<file path="src/rtl/i2sx_pkg.sv">
package i2sx_pkg;
  // configuration register addresses
  localparam logic [1:0] REG_CTL = 2'd0;
  localparam logic [1:0] REG_PER = 2'd1;
  localparam logic [1:0] REG_WID = 2'd2;

  // write-one-to-clear position of the underrun flag in REG_CTL
  localparam int unsigned CTL_UND_CLR_BIT = 4;

  // REG_CTL bits 3..0 (gen_run is bit 0)
  typedef struct packed {
    logic rx_en;
    logic tx_en;
    logic frm_run;
    logic gen_run;
  } ctl_t;
endpackage

</file>
<file path="src/rtl/i2sx_edge_sync.sv">
module i2sx_edge_sync #(
  parameter int unsigned STAGES = 2
) (
  input  logic clk,
  input  logic rst_n,
  input  logic en,
  input  logic bclk_i,
  input  logic sd_i,
  output logic bit_rise,
  output logic bit_fall,
  output logic sd_s
);
  // bq[STAGES-1:0] synchronizer, bq[STAGES] previous value for edge detect
  logic [STAGES:0]   bq_q, bq_d;
  logic [STAGES-1:0] sq_q, sq_d;

  always_comb begin
    bq_d = {bq_q[STAGES-1:0], bclk_i};
    sq_d = {sq_q[STAGES-2:0], sd_i};
  end

  always_ff @(posedge clk or negedge rst_n) begin
    if (!rst_n) begin
      bq_q <= '0;
      sq_q <= '0;
    end else begin
      bq_q <= bq_d;
      sq_q <= sq_d;
    end
  end

  assign bit_rise = en &  bq_q[STAGES-1] & ~bq_q[STAGES];
  assign bit_fall = en & ~bq_q[STAGES-1] &  bq_q[STAGES];
  assign sd_s     = sq_q[STAGES-1];
endmodule

</file>
<file path="src/rtl/i2sx_frame_gen.sv">
module i2sx_frame_gen #(
  parameter int unsigned CNT_W = 8
) (
  input  logic             clk,
  input  logic             rst_n,
  input  logic             run,
  input  logic [CNT_W-1:0] per_i,
  input  logic [CNT_W-1:0] wid_i,
  input  logic             bit_fall,
  output logic             fsync_no,
  output logic             frame_edge,
  output logic             slot_first,
  output logic             step,
  output logic [CNT_W-1:0] cnt_o
);
  logic [CNT_W-1:0] cnt_q, cnt_d, cnt_nx;
  logic             fs_q, fs_d;
  logic             edge_d, first_d, step_d;
  logic             edge_q, first_q, step_q;

  always_comb begin
    cnt_nx  = (cnt_q >= per_i) ? '0 : cnt_q + CNT_W'(1);
    cnt_d   = cnt_q;
    fs_d    = fs_q;
    step_d  = run & bit_fall;
    edge_d  = step_d & (cnt_nx == '0);
    first_d = step_d & (cnt_nx == CNT_W'(1));
    if (!run) begin
      cnt_d = per_i;            // first counted fall enters slot 0
      fs_d  = 1'b1;
    end else if (bit_fall) begin
      cnt_d = cnt_nx;
      fs_d  = ~(cnt_nx <= wid_i);
    end
  end

  always_ff @(posedge clk or negedge rst_n) begin
    if (!rst_n) begin
      cnt_q   <= '0;
      fs_q    <= 1'b1;
      edge_q  <= 1'b0;
      first_q <= 1'b0;
      step_q  <= 1'b0;
    end else begin
      cnt_q   <= cnt_d;
      fs_q    <= fs_d;
      edge_q  <= edge_d;
      first_q <= first_d;
      step_q  <= step_d;
    end
  end

  assign fsync_no   = fs_q;
  assign frame_edge = edge_q;
  assign slot_first = first_q;
  assign step       = step_q;
  assign cnt_o      = cnt_q;

  assert_hold_high_R2: assert property (@(posedge clk) disable iff (!rst_n)
    !run |=> fsync_no);
  assert_change_on_fall_R3: assert property (@(posedge clk) disable iff (!rst_n)
    (run && !bit_fall) |=> $stable(fsync_no));
  assert_evt_low_R4: assert property (@(posedge clk) disable iff (!rst_n)
    frame_edge |-> !fsync_no);
  assert_evt_single_R4: assert property (@(posedge clk) disable iff (!rst_n)
    frame_edge |=> !frame_edge);
endmodule

</file>
<file path="src/rtl/i2sx_tx.sv">
module i2sx_tx #(
  parameter int unsigned WORD_W = 16
) (
  input  logic              clk,
  input  logic              rst_n,
  input  logic              tx_en,
  input  logic              frame_edge,
  input  logic              slot_first,
  input  logic              step,
  input  logic              push_i,
  input  logic [WORD_W-1:0] left_i,
  input  logic [WORD_W-1:0] right_i,
  output logic              ready_o,
  output logic              und_o,
  output logic              sd_o
);
  localparam int unsigned FRAME_BITS = 2 * WORD_W;

  logic                  act_q, act_d;
  logic                  pend_q, pend_d;
  logic [WORD_W-1:0]     hl_q, hl_d, hr_q, hr_d;
  logic [FRAME_BITS-1:0] sh_q, sh_d;
  logic                  und_q, und_d;
  logic                  load, accept;

  always_comb begin
    load   = slot_first & act_q;
    accept = push_i & ~pend_q;
    act_d  = frame_edge ? tx_en : act_q;
    pend_d = (pend_q & ~load) | accept;
    hl_d   = accept ? left_i  : hl_q;
    hr_d   = accept ? right_i : hr_q;
    und_d  = load & ~pend_q;
    sh_d   = sh_q;
    if (load)
      sh_d = pend_q ? {hl_q, hr_q} : '0;
    else if (step)
      sh_d = {sh_q[FRAME_BITS-2:0], 1'b0};   // zero fill: line idles low
  end

  always_ff @(posedge clk or negedge rst_n) begin
    if (!rst_n) begin
      act_q  <= 1'b0;
      pend_q <= 1'b0;
      hl_q   <= '0;
      hr_q   <= '0;
      sh_q   <= '0;
      und_q  <= 1'b0;
    end else begin
      act_q  <= act_d;
      pend_q <= pend_d;
      hl_q   <= hl_d;
      hr_q   <= hr_d;
      sh_q   <= sh_d;
      und_q  <= und_d;
    end
  end

  assign ready_o = ~pend_q;
  assign und_o   = und_q;
  assign sd_o    = sh_q[FRAME_BITS-1];

  assert_ignore_push_R10: assert property (@(posedge clk) disable iff (!rst_n)
    (push_i && !ready_o) |=> ($stable(hl_q) && $stable(hr_q)));
  assert_underrun_pulse_R11: assert property (@(posedge clk) disable iff (!rst_n)
    (slot_first && act_q && ready_o) |=> und_o);
  assert_take_frees_R10: assert property (@(posedge clk) disable iff (!rst_n)
    (slot_first && act_q && !push_i) |=> ready_o);
endmodule

</file>
<file path="src/rtl/i2sx_rx.sv">
module i2sx_rx #(
  parameter int unsigned WORD_W = 16,
  parameter int unsigned RX_W   = 32,
  parameter int unsigned CNT_W  = 8
) (
  input  logic             clk,
  input  logic             rst_n,
  input  logic             rx_en,
  input  logic             frame_edge,
  input  logic             bit_rise,
  input  logic [CNT_W-1:0] cnt_i,
  input  logic             sd_i,
  output logic [RX_W-1:0]  left_o,
  output logic [RX_W-1:0]  right_o,
  output logic             valid_o
);
  localparam int unsigned FRAME_BITS = 2 * WORD_W;
  localparam int unsigned NW         = $clog2(FRAME_BITS + 1);

  logic                  act_q, act_d;
  logic                  busy_q, busy_d;
  logic [NW-1:0]         n_q, n_d;
  logic [FRAME_BITS-1:0] sh_q, sh_d, sh_nx;
  logic [RX_W-1:0]       l_q, l_d, r_q, r_d;
  logic                  vld_q, vld_d;
  logic                  start;

  function automatic logic [RX_W-1:0] sext(input logic [WORD_W-1:0] w);
    return {{(RX_W-WORD_W){w[WORD_W-1]}}, w};
  endfunction

  always_comb begin
    act_d  = frame_edge ? rx_en : act_q;
    start  = bit_rise & act_q & (cnt_i == CNT_W'(1));
    sh_nx  = {sh_q[FRAME_BITS-2:0], sd_i};
    busy_d = busy_q;
    n_d    = n_q;
    sh_d   = sh_q;
    l_d    = l_q;
    r_d    = r_q;
    vld_d  = 1'b0;
    if (start) begin
      sh_d   = {{(FRAME_BITS-1){1'b0}}, sd_i};
      n_d    = NW'(1);
      busy_d = 1'b1;
    end else if (busy_q && bit_rise) begin
      sh_d = sh_nx;
      n_d  = n_q + NW'(1);
      if (n_q == NW'(FRAME_BITS-1)) begin
        busy_d = 1'b0;
        vld_d  = 1'b1;
        l_d    = sext(sh_nx[FRAME_BITS-1:WORD_W]);
        r_d    = sext(sh_nx[WORD_W-1:0]);
      end
    end
  end

  always_ff @(posedge clk or negedge rst_n) begin
    if (!rst_n) begin
      act_q  <= 1'b0;
      busy_q <= 1'b0;
      n_q    <= '0;
      sh_q   <= '0;
      l_q    <= '0;
      r_q    <= '0;
      vld_q  <= 1'b0;
    end else begin
      act_q  <= act_d;
      busy_q <= busy_d;
      n_q    <= n_d;
      sh_q   <= sh_d;
      l_q    <= l_d;
      r_q    <= r_d;
      vld_q  <= vld_d;
    end
  end

  assign left_o  = l_q;
  assign right_o = r_q;
  assign valid_o = vld_q;

  assert_valid_single_R6: assert property (@(posedge clk) disable iff (!rst_n)
    valid_o |=> !valid_o);
  assert_valid_holds_R6: assert property (@(posedge clk) disable iff (!rst_n)
    !valid_o |-> ($stable(left_o) && $stable(right_o)));
  assert_no_start_idle_R7: assert property (@(posedge clk) disable iff (!rst_n)
    (!act_q && !busy_q) |=> !valid_o);
endmodule

</file>
<file path="src/rtl/i2sx_port.sv">
module i2sx_port #(
  parameter int unsigned WORD_W      = 16,
  parameter int unsigned RX_W        = 32,
  parameter int unsigned CNT_W       = 8,
  parameter int unsigned SYNC_STAGES = 2
) (
  input  logic              clk,
  input  logic              rst_n,
  input  logic              cfg_we,
  input  logic [1:0]        cfg_addr,
  input  logic [CNT_W-1:0]  cfg_wdata,
  input  logic [WORD_W-1:0] tx_left,
  input  logic [WORD_W-1:0] tx_right,
  input  logic              tx_push,
  output logic              tx_ready,
  output logic              tx_underrun,
  output logic [RX_W-1:0]   rx_left,
  output logic [RX_W-1:0]   rx_right,
  output logic              rx_valid,
  output logic              fs_evt,
  input  logic              bclk_i,
  output logic              fsync_no,
  output logic              sd_o,
  input  logic              sd_i
);
  import i2sx_pkg::*;

  localparam int unsigned FRAME_BITS = 2 * WORD_W;
  localparam logic [CNT_W-1:0] PER_RST = CNT_W'(FRAME_BITS - 1);
  localparam logic [CNT_W-1:0] WID_RST = CNT_W'(WORD_W - 1);

  ctl_t             ctl_q, ctl_d;
  logic [CNT_W-1:0] per_q, per_d, wid_q, wid_d;
  logic             und_q, und_d, und_clr, und_set;
  logic             run;
  logic             bit_rise, bit_fall, sd_s;
  logic             frame_edge, slot_first, step;
  logic [CNT_W-1:0] cnt;

  always_comb begin
    ctl_d   = ctl_q;
    per_d   = per_q;
    wid_d   = wid_q;
    und_clr = 1'b0;
    if (cfg_we) begin
      if (cfg_addr == REG_CTL) begin
        ctl_d   = ctl_t'(cfg_wdata[3:0]);
        und_clr = cfg_wdata[CTL_UND_CLR_BIT];
      end else if (cfg_addr == REG_PER) begin
        per_d = cfg_wdata;
      end else if (cfg_addr == REG_WID) begin
        wid_d = cfg_wdata;
      end
    end
    und_d = und_set | (und_q & ~und_clr);
    run   = ctl_q.gen_run & ctl_q.frm_run;
  end

  always_ff @(posedge clk or negedge rst_n) begin
    if (!rst_n) begin
      ctl_q <= '0;
      per_q <= PER_RST;
      wid_q <= WID_RST;
      und_q <= 1'b0;
    end else begin
      ctl_q <= ctl_d;
      per_q <= per_d;
      wid_q <= wid_d;
      und_q <= und_d;
    end
  end

  i2sx_edge_sync #(.STAGES(SYNC_STAGES)) sync_i (
    .clk(clk), .rst_n(rst_n), .en(ctl_q.gen_run),
    .bclk_i(bclk_i), .sd_i(sd_i),
    .bit_rise(bit_rise), .bit_fall(bit_fall), .sd_s(sd_s)
  );

  i2sx_frame_gen #(.CNT_W(CNT_W)) fgen_i (
    .clk(clk), .rst_n(rst_n), .run(run),
    .per_i(per_q), .wid_i(wid_q), .bit_fall(bit_fall),
    .fsync_no(fsync_no), .frame_edge(frame_edge),
    .slot_first(slot_first), .step(step), .cnt_o(cnt)
  );

  i2sx_tx #(.WORD_W(WORD_W)) tx_i (
    .clk(clk), .rst_n(rst_n), .tx_en(ctl_q.tx_en),
    .frame_edge(frame_edge), .slot_first(slot_first), .step(step),
    .push_i(tx_push), .left_i(tx_left), .right_i(tx_right),
    .ready_o(tx_ready), .und_o(und_set), .sd_o(sd_o)
  );

  i2sx_rx #(.WORD_W(WORD_W), .RX_W(RX_W), .CNT_W(CNT_W)) rx_i (
    .clk(clk), .rst_n(rst_n), .rx_en(ctl_q.rx_en),
    .frame_edge(frame_edge), .bit_rise(bit_rise), .cnt_i(cnt),
    .sd_i(sd_s), .left_o(rx_left), .right_o(rx_right), .valid_o(rx_valid)
  );

  assign fs_evt      = frame_edge;
  assign tx_underrun = und_q;

  assert_sticky_R11: assert property (@(posedge clk) disable iff (!rst_n)
    (tx_underrun && !und_clr) |=> tx_underrun);
  assert_no_evt_halted_R2: assert property (@(posedge clk) disable iff (!rst_n)
    !run |=> !fs_evt);
endmodule

</file>
<file path="config.mk">
export PLATFORM = sky130hd
export DESIGN_NAME = i2sx_port
export DESIGN_NICKNAME = d
export VERILOG_FILES = /design/src/rtl/i2sx_pkg.sv /design/src/rtl/i2sx_edge_sync.sv /design/src/rtl/i2sx_frame_gen.sv /design/src/rtl/i2sx_tx.sv /design/src/rtl/i2sx_rx.sv /design/src/rtl/i2sx_port.sv
export SDC_FILE = /design/constraint.sdc
export NUM_CORES = 1
export LEC_CHECK = 0
export BUFFER_PORTS_ARGS = -buffer_cell sky130_fd_sc_hd__buf_4
export CAP_MARGIN = 20
export CORE_ASPECT_RATIO = 1.2
export CORE_UTILIZATION = 55
export CTS_CLUSTER_DIAMETER = 50
export CTS_CLUSTER_SIZE = 20
export DETAILED_ROUTE_END_ITERATION = 12
export GPL_ROUTABILITY_DRIVEN = 0
export GPL_TIMING_DRIVEN = 0
export PLACE_DENSITY = 0.77
export SLEW_MARGIN = 20
export SYNTH_ARGS = -nofsm -noshare
export SYNTH_HDL_FRONTEND = slang
export SYNTH_SLANG_ARGS = --single-unit
</file>
<file path="constraint.sdc">
create_clock -name clk -period 5.3 [get_ports clk]
set_input_delay 1.06 -clock clk [delete_from_list [all_inputs] [get_ports clk]]
set_output_delay 1.06 -clock clk [all_outputs]
set_load 0.005 [all_outputs]
</file>
==> results of run 1 <==
[Yosys cell counts, types with 2 or more instances]
cell type    n
a21o_1       4
dfstp_2     10
dfrtp_1    167
inv_1       26
nor2b_1      3
and4b_1      2
buf_4       32
a21oi_1     42
mux2i_1     31
clkbuf_1    17
nand3b_1     3
and2_1       2
ha_1        19
mux2_2      59
o22ai_1      3
buf_6        2
o221ai_1     4
nand2_1     80
buf_12       3
buf_2       12
nor2_1      19
mux2_4      28
nor3_1       3
buf_1        4
nand4_1      6
xnor2_1      7
a31oi_1      5
nand3_1     38
and3_1       4
xor2_1       5
o21ai_0     38
nand2b_1     2
[worst max-delay path, stage by stage, from the launching register on]
cell       delay [ns]
dfstp_2          0.56
inv_1            0.05
ha_1             0.26
o21a_1           0.18
o21ai_0          0.19
a221o_1          0.34
nand2_1          0.24
nor2_1           0.19
ha_1             0.26
and4b_1          0.20
a2111oi_0        0.34
o21ai_0          0.14
o21ai_0          0.10
o21ai_0          0.09
[flip-flops by register name, summed over array words and instances, names as in the netlist, 6 cells and up]
register      count
wid_q             8
tx_i.hr_q        16
tx_i.hl_q        16
rx_i.right_o     16
per_q             8
tx_i.sh_q        32
rx_i.n_q          6
rx_i.left_o      16
rx_i.sh_q        31
fgen_i.cnt_o      8
[worst paths after layout]
check	end	slack [ns]	depth (start not counted)
setup reg to reg	fgen_i.fsync_no	2.08	13
hold reg to reg	sync_i.bq_q[1]	0.35	0
min in group asynchronous	tx_i.hr_q[15]	0.62	1
max in group asynchronous	rx_i.n_q[3]	3.84	2
setup / recovery	fgen_i.fsync_no	2.08	13
hold / removal	sync_i.bq_q[1]	0.35	0
[through the flow]
stage               total power, mW  instances
CTS                            3.51       1020
floorplan                      2.05        695
finish                         3.48       1020
global route                   3.65       1020
global placement               2.21        987
detailed placement             2.26        988
[logic make-up (layout without fill, tap and decap cells)]
group | count (synthesis) | count (layout) | synth area share (%)
buffers and inverters | 96 | 246 | 6.88
muxes | 118 | 118 | 17.2
adders and majority gates | 19 | 19 | 2.92
and+or+nand+nor | 171 | 171 | 10.2
DFF | 177 | 177 | 54.6
xor gates and xnor gates | 12 | 12 | 1.29
AOI/OAI and AO/OA | 102 | 102 | 6.96
[cell usage in the layout, fill, tap and decap left out, types with 7 or more instances in the layout]
cell         n
dfrtp_1    167
buf_4      148
nand2_1     80
mux2_2      59
a21oi_1     42
nand3_1     38
o21ai_0     38
mux2i_1     31
mux2_4      28
inv_1       26
clkbuf_1    19
nor2_1      19
ha_1        19
clkbuf_16   17
buf_2       12
dfstp_2     10
xnor2_1      7
[layer usage]
metal	part of all wire [%]	vias up	GRT usage (%)	wire length (um)
met4	2.0	0	8.19	328
met2	52	160	40.7	8740
met3	4.3	29	4.65	723
met1	42	2749	29.1	6990
met5	0	-	0	0
li1	-	2644	-	-
[area by class of cell]
class,count,area share [%]
clock buffer,19,4.40
timing repair buffer,118,9.28
multi-input combinational,422,31.8
tap,175,2.22
buffer,70,4.69
inverter,26,0.991
clock inverter,13,1.54
sequential,177,45.1
[report_power, final]
part | total, mW | switching (mW) | internal [mW]
clock network | 1.24 | 0.536 | 0.705
registers | 1.64 | 0.119 | 1.52
logic | 0.595 | 0.306 | 0.290
==> impl_results.md, run 1 <==
- Synth top area share: between 50% and 60%
- Number of global-route vias before repair: 5,734
- Initial drt markers: approximately 320
- Worst-path fanout max: 8
- CTS H-tree depth: 4
- FFs w/ async S/R, synth: between 90% and 100%
- Final Util: between 60 and 70%
- Warnings, synthesis: 0
- Fill cell count: roughly 1.1k
- Period utilization: 60.8%
- Synth-to-Final Area Change: 21.1%
- Clk Latency, worst-skew pair: around 0.43 ns
- Routed Antenna Nets: 0
- CTS tree: done
- Synthesized cell area: 8130 um2
- Placed Area: between 9000 and 10,000 um2
- DIE WIDTH: between 100 and 150 um
- Final setup margin: approximately 2.1 ns
- Post-Layout Inst Area: between 9000 and 10,000 um2
- Min-delay src: sync_i.bq_q[0]
- Leak: around 4.7 nW
- Hold Fails Final Rpt: 0
- Post-DR wirelength/cell: between 15 and 20 um
- Worst setup SP type: flip-flop
- CTS sink count: 177
- Max Cap Viol: 0
- Synth Flop Type: dfrtp_1
- CTS Root Buffer Type: clkbuf_16
- Layout cell share with drive strength beyond 1: about a third
- Total CTS buffers: 17
- Status: finished clean
- DP Wirelength: 11,700 um
- Vias: between 5k and 6k
- Hold Path Class: reg -> reg
- RSZ-0062 raised after global routing: false
- # IOs: around 120
- Core ar.: roughly 14,000 um2
- Worst-margin pin slew: around 0.79 ns
- Clock Path Buffers: 2
- First-pass GRT wire length: 27,900 um
- CP Launch Point: per_q[2]
- Area of the multi-input gates: 3130 um2
- Drt drc: 0
- Total grt overflow: 0
- Initial core utilization: 56.4%
- Final slew viol count: 0
- # setup viols final: 0
- Min Hold Slack: 0.349 ns
- CP required: approximately 5.6 ns
- EDFF count, synth: 0
- Setup slack at placement: 2.16 ns
- Final TNS setup: 0 ns
- Seq/Total Area, Yosys: a little over half
- Total Wirelength: 16,800 um
- Worst EP arrival: approximately 3.6 ns
- Final nets: ~900
- Die ar.: approximately 15,000 um2
- IO buf count: between 100 and 150
- Worst vdd ir: 0.244 mV
- Reg area: between 4000 and 5000 um2
- Worst r2r src: per_q[2]
- Flops & latches, synth: between 150 and 200
- DIE HEIGHT: approximately 140 um
- Syn Nets: 762
- PostCTS Resize Cnt: 0
- Drt pass-1 iters: 4
- Fmax: 310 MHz
- Postcts setup bufs: 0
- Clock-pin slew on the worst setup and hold paths: around 0.070 ns
- Final Critical Period: between 3 and 4 ns
- Initial antenna violation count: 0
- Synthesized instance count: between 600 and 700
- Cell Pwr Density: around 350 nW/um2
- Largest net degree at the start of global routing: 91
- Slew HR: between 40% and 50%
- Clock skew: around 0.013 ns
- Quantity of hold-fixing buffers added after cts: 0
- Critical path type: reg -> reg
- Avg Inst Size Synth: 11.7 um2
- Ant. Diodes: 0
- Largest cells by area after synthesis: dfrtp_1, mux2_2, mux2_4
- Worst setup EP type: flip-flop
- Vias per cell: 5.47
- Area leader, netlist: dfrtp_1
- Total GRT Usage: 23.4%
- Rows: 48
- Unique masters post-synth: 47
No activity file was read; power rests on OpenSTA's default activity.
==> run 2: changes to the inputs <==
CORE_UTILIZATION = 52   (was 55)
clock period = 2.7 ns   (was 5.3 ns; I/O delays follow)
==> impl_results.md, run 2 (synthesis results as in run 1) <==
- Most frequent cells in the layout: dfrtp_1, buf_4, nand2_1, mux2_2, a21oi_1
- CP required: 3.05 ns (-2.59 ns)
- Final slew viol count: 0 (unchanged)
- Max Cap Viol: 0 (unchanged)
- Total GRT Usage: 22.0% (-1.3 points)
- DIE HEIGHT: 139 um (+2.8%)
- Total CTS buffers: 17 (unchanged)
- Cell Pwr Density: 700 nW/um2 (+98%)
- NetSw: 2.06 mW (+110%)
- Initial core utilization: 53.7% (-2.7 points)
- Initial antenna violation count: 0 (unchanged)
- Commonest non-fill, non-tap cell in the layout: dfrtp_1
- Worst-margin pin slew: 0.696 ns (-0.0936 ns)
- Rows: 49 (+2.1%)
- Failing checks: negative setup slack
- Synth-to-Final Area Change: 23.3%
- Final nets: 907 (+0.89%)
- Hold Path Class: in -> async
- Layout cell share with drive strength beyond 1: 37.7% (+2.5 points)
- Clock Path Buffers: 2 (unchanged)
- Combinational group share of total power: 20.4% (+3.3 points)
- DP Wirelength: 12,000 um (+2.3%)
- Routed Antenna Nets: 0 (unchanged)
- Power share of the sequential group: 45.9% (-1.3 points)
- Clock skew: 0.00887 ns (-0.00413 ns)
- Hold Fails Final Rpt: 0 (unchanged)
- CTS sink count: 177 (unchanged)
- Final TNS setup: -0.0566 ns (-0.0566 ns)
- CTS Root Buffer Type: clkbuf_16
- Max reg flops: 32 (unchanged)
- Vias per cell: 5.38 (-1.8%)
- Largest registers: tx_i.sh_q: 32 flops, rx_i.sh_q: 31 flops
- Worst EP arrival: 3.11 ns (-0.46 ns)
- Status: finished with violations
- Worst setup SP type: flip-flop
- First-pass GRT wire length: 27,700 um (-0.54%)
- Core ar.: 15,100 um2 (+5.1%)
- Clock-pin slew on the worst setup and hold paths: 0.07 ns (about the same)
- Critical path type: reg -> reg
- # IOs: 118 (unchanged)
- Drt pass-1 iters: 6 (+2)
- Clock power share: 33.7% (-2.0 points)
- Period utilization: 102% (+41 points)
- Sw Ratio: 29.4% (+1.8 points)
- Setup slack at placement: -0.342 ns (-2.50 ns)
- DIE WIDTH: 116 um (+2.8%)
- Total Wirelength: 16,900 um (+0.61%)
- Internal: 4.95 mW (+96%)
- IO buf count: 117 (unchanged)
- Final setup margin: -0.0566 ns (-2.14 ns)
- Total grt overflow: 0 (unchanged)
- Post-DR wirelength/cell: 16.0 um (-2.9%)
- # setup viols final: 1 (+1)
- CTS tree: done
- Top reg by flops: tx_i.sh_q
- Worst setup EP type: flip-flop
- Drt drc: 0 (unchanged)
- RSZ-0062 raised after global routing: true
- Slew HR: 53.6% (+6.4 points)
- Clk Latency, worst-skew pair: 0.43 ns (about the same)
- Worst vdd ir: 0.434 mV (+78%)
- Worst-path fanout max: 6 (-2)
- Ant. Diodes: 0 (unchanged)
- Die ar.: 16,100 um2 (+5.7%)
- Leak: 4.72 nW (+0.86%)
- CTS H-tree depth: 4 (unchanged)
- Final Critical Period: 2.76 ns (-0.465 ns)
- Largest net degree at the start of global routing: 92 (+1.1%)
- Fmax: 363 MHz (+17%)
- Initial drt markers: 358 (+10%)
- Vias: 5,683 (+1.8%)
- Number of global-route vias before repair: 5,730 (-0.070%)
run 2: cell count changes in the layout (fill, tap and decap cells not counted), sizes merged:
cell,before,now
clkinv,2,5
clkbuf,36,34
inv,32,34
buf,171,179
bufinv,2,0
clkinvlp,3,2
run 2: cell type report:
cell class              count  area [um2]
plain buffers              70         462
fillers                  1128        5120
clock buffers              17         425
flip-flops and latches    177        4440
clock inverters            15         146
well taps                 204         255
repair buffers            126         981
multi-input cells         422        3210
inverters                  26        97.6
run 2: per-stage QoR:
step	instance area, um2	util [%]	power (mW)	hold slack, ns	instances
after floorplan	8130	-	4.03	0.244	695
after global placement	9270	61.2	4.33	0.332	1016
after detailed placement	9300	61.4	4.43	0.336	1017
after CTS	9950	65.7	6.93	0.116	1057
after global routing	10000	66.2	7.35	0.137	1057
final	10000	66.2	7.01	0.0834	1057
run 2: critical path, cell delays in order, from the launching register on:
cell       delay, ns
dfstp_2         0.56
inv_2           0.03
ha_1            0.29
o21a_1          0.17
o21ai_1         0.12
a221o_1         0.21
nand2_2         0.13
nor2_2          0.16
ha_4            0.22
and4b_1         0.23
a2111oi_4       0.28
o21ai_1         0.09
o21ai_1         0.10
o21ai_1         0.08
run 2: worst paths after layout:
kind	startpoint	slack, ns	end	cells after the start
min in group clk	bclk_i	0.21	sync_i.bq_q[0]	1
hold reg to reg	sync_i.sq_q[0]	0.35	sync_i.sq_q[1]	0
setup / recovery	per_q[2]	-0.06	fgen_i.fsync_no	13
setup reg to reg	per_q[2]	-0.06	fgen_i.fsync_no	13
max in group asynchronous	rst_n	1.74	per_q[0]	2
hold / removal	rst_n	0.08	tx_i.hr_q[13]	1
run 2: power by group through the flow:
| stage | sequential (mW) | clock, mW | combinational (mW) |
|---|---|---|---|
| after floorplan | 3.19 | 0 | 0.842 |
| after global placement | 3.24 | 0 | 1.09 |
| after detailed placement | 3.26 | 0 | 1.17 |
| after CTS | 3.22 | 2.42 | 1.29 |
| after global routing | 3.26 | 2.53 | 1.56 |
| final | 3.22 | 2.36 | 1.43 |
run 2: repair_timing:
item,CTS,global route
gates resized for setup,9,12
setup endpoints to repair,1,1
pin swaps,11,8
buffers inserted,8,0
hold buffers,0,0
run 2: per-layer routing:
layer	track usage, %	share of wire [%]
met2	36.2	51
met5	0	0
met3	4.46	3.9
met4	10.2	2.4
met1	27.7	42
